## src/rtl/ctx_pkg.sv

```systemverilog
package ctx_pkg;

    localparam int XLEN = 32;
    localparam int NREG = 8;

    typedef enum logic [2:0] {
        IDX_SSAVE   = 3'd0,
        IDX_PCSAVE  = 3'd1,
        IDX_R15SAVE = 3'd2,
        IDX_VBASE   = 3'd3,
        IDX_DBASE   = 3'd4,
        IDX_GBASE   = 3'd5,
        IDX_RETADDR = 3'd6,
        IDX_FETCH   = 3'd7
    } ctx_idx_e;

    localparam logic [31:0] FETCH_RESET = 32'hA000_0000;

    typedef enum logic [1:0] {
        ACC_NONE  = 2'd0,
        ACC_OK    = 2'd1,
        ACC_DENY  = 2'd2
    } acc_res_e;

    function automatic logic is_guarded(input int idx);
        return (idx <= int'(IDX_DBASE));
    endfunction

    function automatic logic [31:0] reset_word(input int idx);
        return (idx == int'(IDX_FETCH)) ? FETCH_RESET : 32'h0;
    endfunction

endpackage

```

## src/rtl/ctx_access_ctrl.sv

```systemverilog
module ctx_access_ctrl
    import ctx_pkg::*;
#(
    parameter int NREG = ctx_pkg::NREG,
    localparam int IW  = $clog2(NREG)
) (
    input  logic            wr,
    input  logic            rd,
    input  logic            priv,
    input  logic [IW-1:0]   sel,
    output logic [NREG-1:0] wr_onehot,
    output logic            rd_ok,
    output acc_res_e        result
);

    logic guarded;
    logic deny;

    always_comb begin
        guarded = is_guarded(int'(sel));
        deny    = (wr | rd) & ~priv & guarded;
        rd_ok   = rd & ~deny;
        wr_onehot = '0;
        if (wr && !deny) begin
            wr_onehot[sel] = 1'b1;
        end
        if (deny) begin
            result = ACC_DENY;
        end else if (wr || rd) begin
            result = ACC_OK;
        end else begin
            result = ACC_NONE;
        end
    end

endmodule

```

## src/rtl/ctx_bank.sv

```systemverilog
module ctx_bank
    import ctx_pkg::*;
#(
    parameter int XLEN = ctx_pkg::XLEN,
    parameter int NREG = ctx_pkg::NREG
) (
    input  logic                      clk,
    input  logic                      rst,
    input  logic [NREG-1:0]           cap_en,
    input  logic [NREG-1:0][XLEN-1:0] cap_data,
    input  logic [NREG-1:0]           wr_en,
    input  logic [XLEN-1:0]           wdata,
    output logic [NREG-1:0][XLEN-1:0] q
);

    for (genvar i = 0; i < NREG; i++) begin : g_reg
        localparam logic [XLEN-1:0] RST_VAL = XLEN'(reset_word(i));
        always_ff @(posedge clk) begin
            if (rst) begin
                q[i] <= RST_VAL;
            end else if (cap_en[i]) begin
                q[i] <= cap_data[i];
            end else if (wr_en[i]) begin
                q[i] <= wdata;
            end
        end
    end

endmodule

```

## src/rtl/ctx_base_sel.sv

```systemverilog
module ctx_base_sel #(
    parameter int XLEN = ctx_pkg::XLEN
) (
    input  logic            dbg_en,
    input  logic [XLEN-1:0] vbase,
    input  logic [XLEN-1:0] dbase,
    output logic [XLEN-1:0] base
);

    always_comb begin
        base = dbg_en ? dbase : vbase;
    end

endmodule

```

## src/rtl/ctx_save_unit.sv

```systemverilog
module ctx_save_unit
    import ctx_pkg::*;
#(
    parameter int XLEN = ctx_pkg::XLEN,
    parameter int NREG = ctx_pkg::NREG,
    localparam int IW  = $clog2(NREG)
) (
    input  logic            clk,
    input  logic            rst,
    input  logic            exc_valid,
    input  logic [XLEN-1:0] exc_sr,
    input  logic [XLEN-1:0] exc_pc,
    input  logic [XLEN-1:0] exc_r15,
    input  logic            call_valid,
    input  logic [XLEN-1:0] call_ret,
    input  logic            dbg_brk_en,
    input  logic            priv_mode,
    input  logic            reg_wr,
    input  logic            reg_rd,
    input  logic [IW-1:0]   reg_sel,
    input  logic [XLEN-1:0] reg_wdata,
    output logic [XLEN-1:0] reg_rdata,
    output logic            acc_viol,
    output logic [XLEN-1:0] hdl_base,
    output logic [XLEN-1:0] ret_target,
    output logic [XLEN-1:0] pc_q
);

    logic [NREG-1:0]           wr_onehot;
    logic                      rd_ok;
    acc_res_e                  acc_res;
    logic [NREG-1:0]           cap_en;
    logic [NREG-1:0][XLEN-1:0] cap_data;
    logic [NREG-1:0][XLEN-1:0] regs;

    ctx_access_ctrl #(.NREG(NREG)) u_acc (
        .wr        (reg_wr),
        .rd        (reg_rd),
        .priv      (priv_mode),
        .sel       (reg_sel),
        .wr_onehot (wr_onehot),
        .rd_ok     (rd_ok),
        .result    (acc_res)
    );

    // Hardware capture sources; these override port writes in the bank.
    always_comb begin
        cap_en   = '0;
        cap_data = '0;
        cap_en[IDX_SSAVE]     = exc_valid;
        cap_data[IDX_SSAVE]   = exc_sr;
        cap_en[IDX_PCSAVE]    = exc_valid;
        cap_data[IDX_PCSAVE]  = exc_pc;
        cap_en[IDX_R15SAVE]   = exc_valid;
        cap_data[IDX_R15SAVE] = exc_r15;
        cap_en[IDX_RETADDR]   = call_valid;
        cap_data[IDX_RETADDR] = call_ret;
    end

    ctx_bank #(.XLEN(XLEN), .NREG(NREG)) u_bank (
        .clk      (clk),
        .rst      (rst),
        .cap_en   (cap_en),
        .cap_data (cap_data),
        .wr_en    (wr_onehot),
        .wdata    (reg_wdata),
        .q        (regs)
    );

    ctx_base_sel #(.XLEN(XLEN)) u_base (
        .dbg_en (dbg_brk_en),
        .vbase  (regs[IDX_VBASE]),
        .dbase  (regs[IDX_DBASE]),
        .base   (hdl_base)
    );

    always_ff @(posedge clk) begin
        if (rst) begin
            acc_viol <= 1'b0;
        end else begin
            acc_viol <= (acc_res == ACC_DENY);
        end
    end

    always_comb begin
        reg_rdata  = rd_ok ? regs[reg_sel] : '0;
        ret_target = regs[IDX_RETADDR];
        pc_q       = regs[IDX_FETCH];
    end

endmodule

```

## config.mk

```make
export PLATFORM = sky130hd
export DESIGN_NAME = ctx_save_unit
export DESIGN_NICKNAME = d
export VERILOG_FILES = /design/src/rtl/ctx_pkg.sv /design/src/rtl/ctx_access_ctrl.sv /design/src/rtl/ctx_bank.sv /design/src/rtl/ctx_base_sel.sv /design/src/rtl/ctx_save_unit.sv
export SDC_FILE = /design/constraint.sdc
export NUM_CORES = 1
export LEC_CHECK = 0
export ABC_AREA = 1
export BUFFER_PORTS_ARGS = -buffer_cell sky130_fd_sc_hd__buf_2
export CAP_MARGIN = 20
export CORE_MARGIN = 8
export CORE_UTILIZATION = 50
export CTS_BUF_LIST = sky130_fd_sc_hd__clkbuf_4 sky130_fd_sc_hd__clkbuf_8
export CTS_CLUSTER_DIAMETER = 200
export DETAILED_ROUTE_END_ITERATION = 8
export PLACE_DENSITY_LB_ADDON = 0.2
export SLEW_MARGIN = 30
export SYNTH_ARGS = -nofsm -noshare
export SYNTH_HDL_FRONTEND = slang
export SYNTH_HIERARCHICAL = 1
export SYNTH_SLANG_ARGS = --single-unit
export TNS_END_PERCENT = 10
```

## constraint.sdc

```tcl
create_clock -name clk -period 2.3 [get_ports clk]
set_clock_uncertainty 0.05 [all_clocks]
set_input_delay 0.69 -clock clk [delete_from_list [all_inputs] [get_ports clk]]
set_output_delay 0.69 -clock clk [all_outputs]
set_load 0.03 [all_outputs]
```

==> impl_metrics.yaml <==
routing:
  drtIter0Drc: 1901
  first_pass_iters: 6
  routed_wl_mm: 62.0
  viasPerCell: 5.06
  wire_per_inst_um: 16.5
  drc: 0
  dr_total_vias: 19100
  ant_nets: 0
yosys:
  yosysWarnings: 6
  yosysSeqAreaShare_pct: 30.6
  synth_area_per_cell_um2: 5.66
  synth-simple-area-share_pct: 49.1
  synth_top_family_by_area: "simple AND/OR/NAND/NOR gates"
  synthAdderAreaFrac_pct: 0
  synth_area_mm2: 0.0168
  synth-compound-area-share_pct: 0.112
  synthMuxAreaShare_pct: 0
  synth.distinct_cells: 22
  ys_ff_latch: 257
  synth_xor_area_share_pct: 0
  synthesis.instances: 2967
critical_path:
  setup.worst_path.end_class: "output port"
  arrival_ns: 1.85
  cp.required_ns: 1.56
  critPathLaunch: "reg_sel[1]"
  criticalPathCategory: "primary input to output port"
  path_max_fanout: 8
  cp-start-kind: "primary input"
  r2r-start: "u_bank/q[247]"
cts:
  hold_buffers: 0
  htree_levels: 2
  clockBufferDepth: 3
  cts_buffers: 47
  clock-sinks: 257
  root_buffer: "clkbuf_8"
  clock_latency_ns: 0.58
  tritoncts: "built"
  clk_pin_slew_worst_paths_ns: 0.06
floorplan:
  dieArea_mm2: 0.0397
  die_y_um: 199
  rows: 67
  start_util_pct: 50.5
  ioPinCount: 300
  core_mm2: 0.0333
  die_x_um: 199
finish:
  n_antenna_cell: 0
  fillers: 3319
  nNetsFinal: 3456
  drive_above_1_share_pct: 16.6
  area_growth_pct: 22.7
  mostFrequentLayoutCell: "nand2_1"
  finish.utilization_pct: 61.9
  final_cell_mix: "nand2_1, nand3_1, inv_1"
pwr:
  power.density_mw_per_mm2: 609
  p_leak_nw: 11.8
  ir_drop_mv: 0.465
  p_total_w: 0.0125
sta:
  max_freq_ghz: 0.387
  hold_viol: 0
  period_share_pct: 112
  finalCriticalPeriod_ns: 2.59
  rsz0062_at_grt: "yes"
  maxSlewViolCount: 0
  worst_slack_ns: -0.287
  worst_pin_slew_ns: 0.809
  timing.hold.ws_ns: 0.349
  setup_viol: 32
  slew_headroom_pct: 46.1
grt:
  antenna_found_initial: 0
  grt_use_total_pct: 29.7
  gr-total-overflow: 0
  grt_pass1_wl_mm: 95.3
  grt_max_degree: 129
  first_global_vias: 17500
job:
  drv_cap: 0
placed_design:
  dp_hpwl_mm: 44.1
  pre_cts_ws_ns: -0.390
  gp_congestion: 0.929
  io_buffers: 299
status:
  status: "finished with violations"
  violations: "setup timing"
worst_hold_path:
  min_from: "exc_pc[27]"
  hp-class: "primary input to flip-flop"
-- Yosys cell counts --
cell type | count | area, um2
clkbuf_8 | 3 | 41.3
clkbuf_1 | 13 | 48.8
inv_8 | 1 | 11.3
o21ai_2 | 1 | 8.76
buf_12 | 1 | 20.0
conb_1 | 1 | 3.75
nor2_4 | 7 | 78.8
inv_2 | 9 | 33.8
buf_6 | 20 | 225
nor2_8 | 1 | 20.0
buf_1 | 7 | 26.3
nand4_1 | 3 | 18.8
nor3b_1 | 1 | 7.51
buf_4 | 32 | 240
nand3_1 | 675 | 3380
a21oi_1 | 2 | 10.0
inv_1 | 521 | 1960
buf_2 | 154 | 771
nand2_2 | 11 | 68.8
nand2_1 | 1173 | 4400
nor2_1 | 74 | 278
dfxtp_1 | 257 | 5140
-- path summary, 6_finish.rpt --
kind / depth (start not counted) / slack (ns) / to
worst min-delay path: 5 / 0.35 / u_bank/q[59]
worst max register to register: 4 / 1.51 / u_bank/q[247]
worst min register to register: 2 / 0.46 / u_bank/q[255]
worst max-delay path: 10 / -0.29 / reg_rdata[1]
-- metal layers --
| layer | up-vias | track usage, % | wire length [um] | share of wire, % |
|---|---|---|---|---|
| li1 | 9403 | - | - | - |
| met1 | 8503 | 43.6 | 27800 | 45 |
| met2 | 1033 | 43.1 | 25600 | 41 |
| met4 | 0 | 8.89 | 1820 | 2.9 |
| met3 | 119 | 5.69 | 6820 | 11 |
| met5 | - | 0 | 0 | 0 |
-- logic make-up after synthesis --
family	after synthesis
flip-flops	257
AND/OR/NAND/NOR	1945
other	1
buffers and inverters	761
AO/OA/AOI/OAI	3
-- through the flow --
step	cells	cell area (um2)	setup TNS (ns)
finish	3765	20600	-8.11
global route	3765	20600	-9.62
CTS	3760	20400	-7.89
detailed placement	3675	19000	-26.45
global placement	3675	19000	-21.47
floorplan	3098	17500	0
-- timing repair --
action	in CTS	in global routing
pin swaps	3	10
setup endpoints to repair	32	32
cloned	4	3
gates resized for setup	72	47
setup buffers	0	2
-- registers in the layout, summed over array words and instances (netlist names) --
signal    flops
acc_viol      1
u_bank/q    256
-- final cells by class --
type	count	area, um2	area share, %
inverters	531	2020	9.82
clock inverters	7	85.1	0.413
clock buffers	74	925	4.49
multi-input cells	2080	9120	44.2
repair buffers	368	2760	13.4
well taps	448	561	2.72
flip-flops and latches	257	5140	25.0
-- power by group --
group	switching, W	leakage [nW]	internal [W]
logic	0.00191	9.17	0.000968
clock network	0.00200	0.541	0.00276
registers	0.000189	2.12	0.00472
-- worst max-delay path, cell delays in order --
cell and delay, ns:
buf_4 0.17, o21ai_2 0.06, nand2_1 0.09, inv_2 0.06, nor2_4 0.10, buf_12 0.14, clkbuf_16 0.16, nand2_1 0.09
nor2_4 0.13, buf_6 0.15
Power figures use the tool's default switching activity.
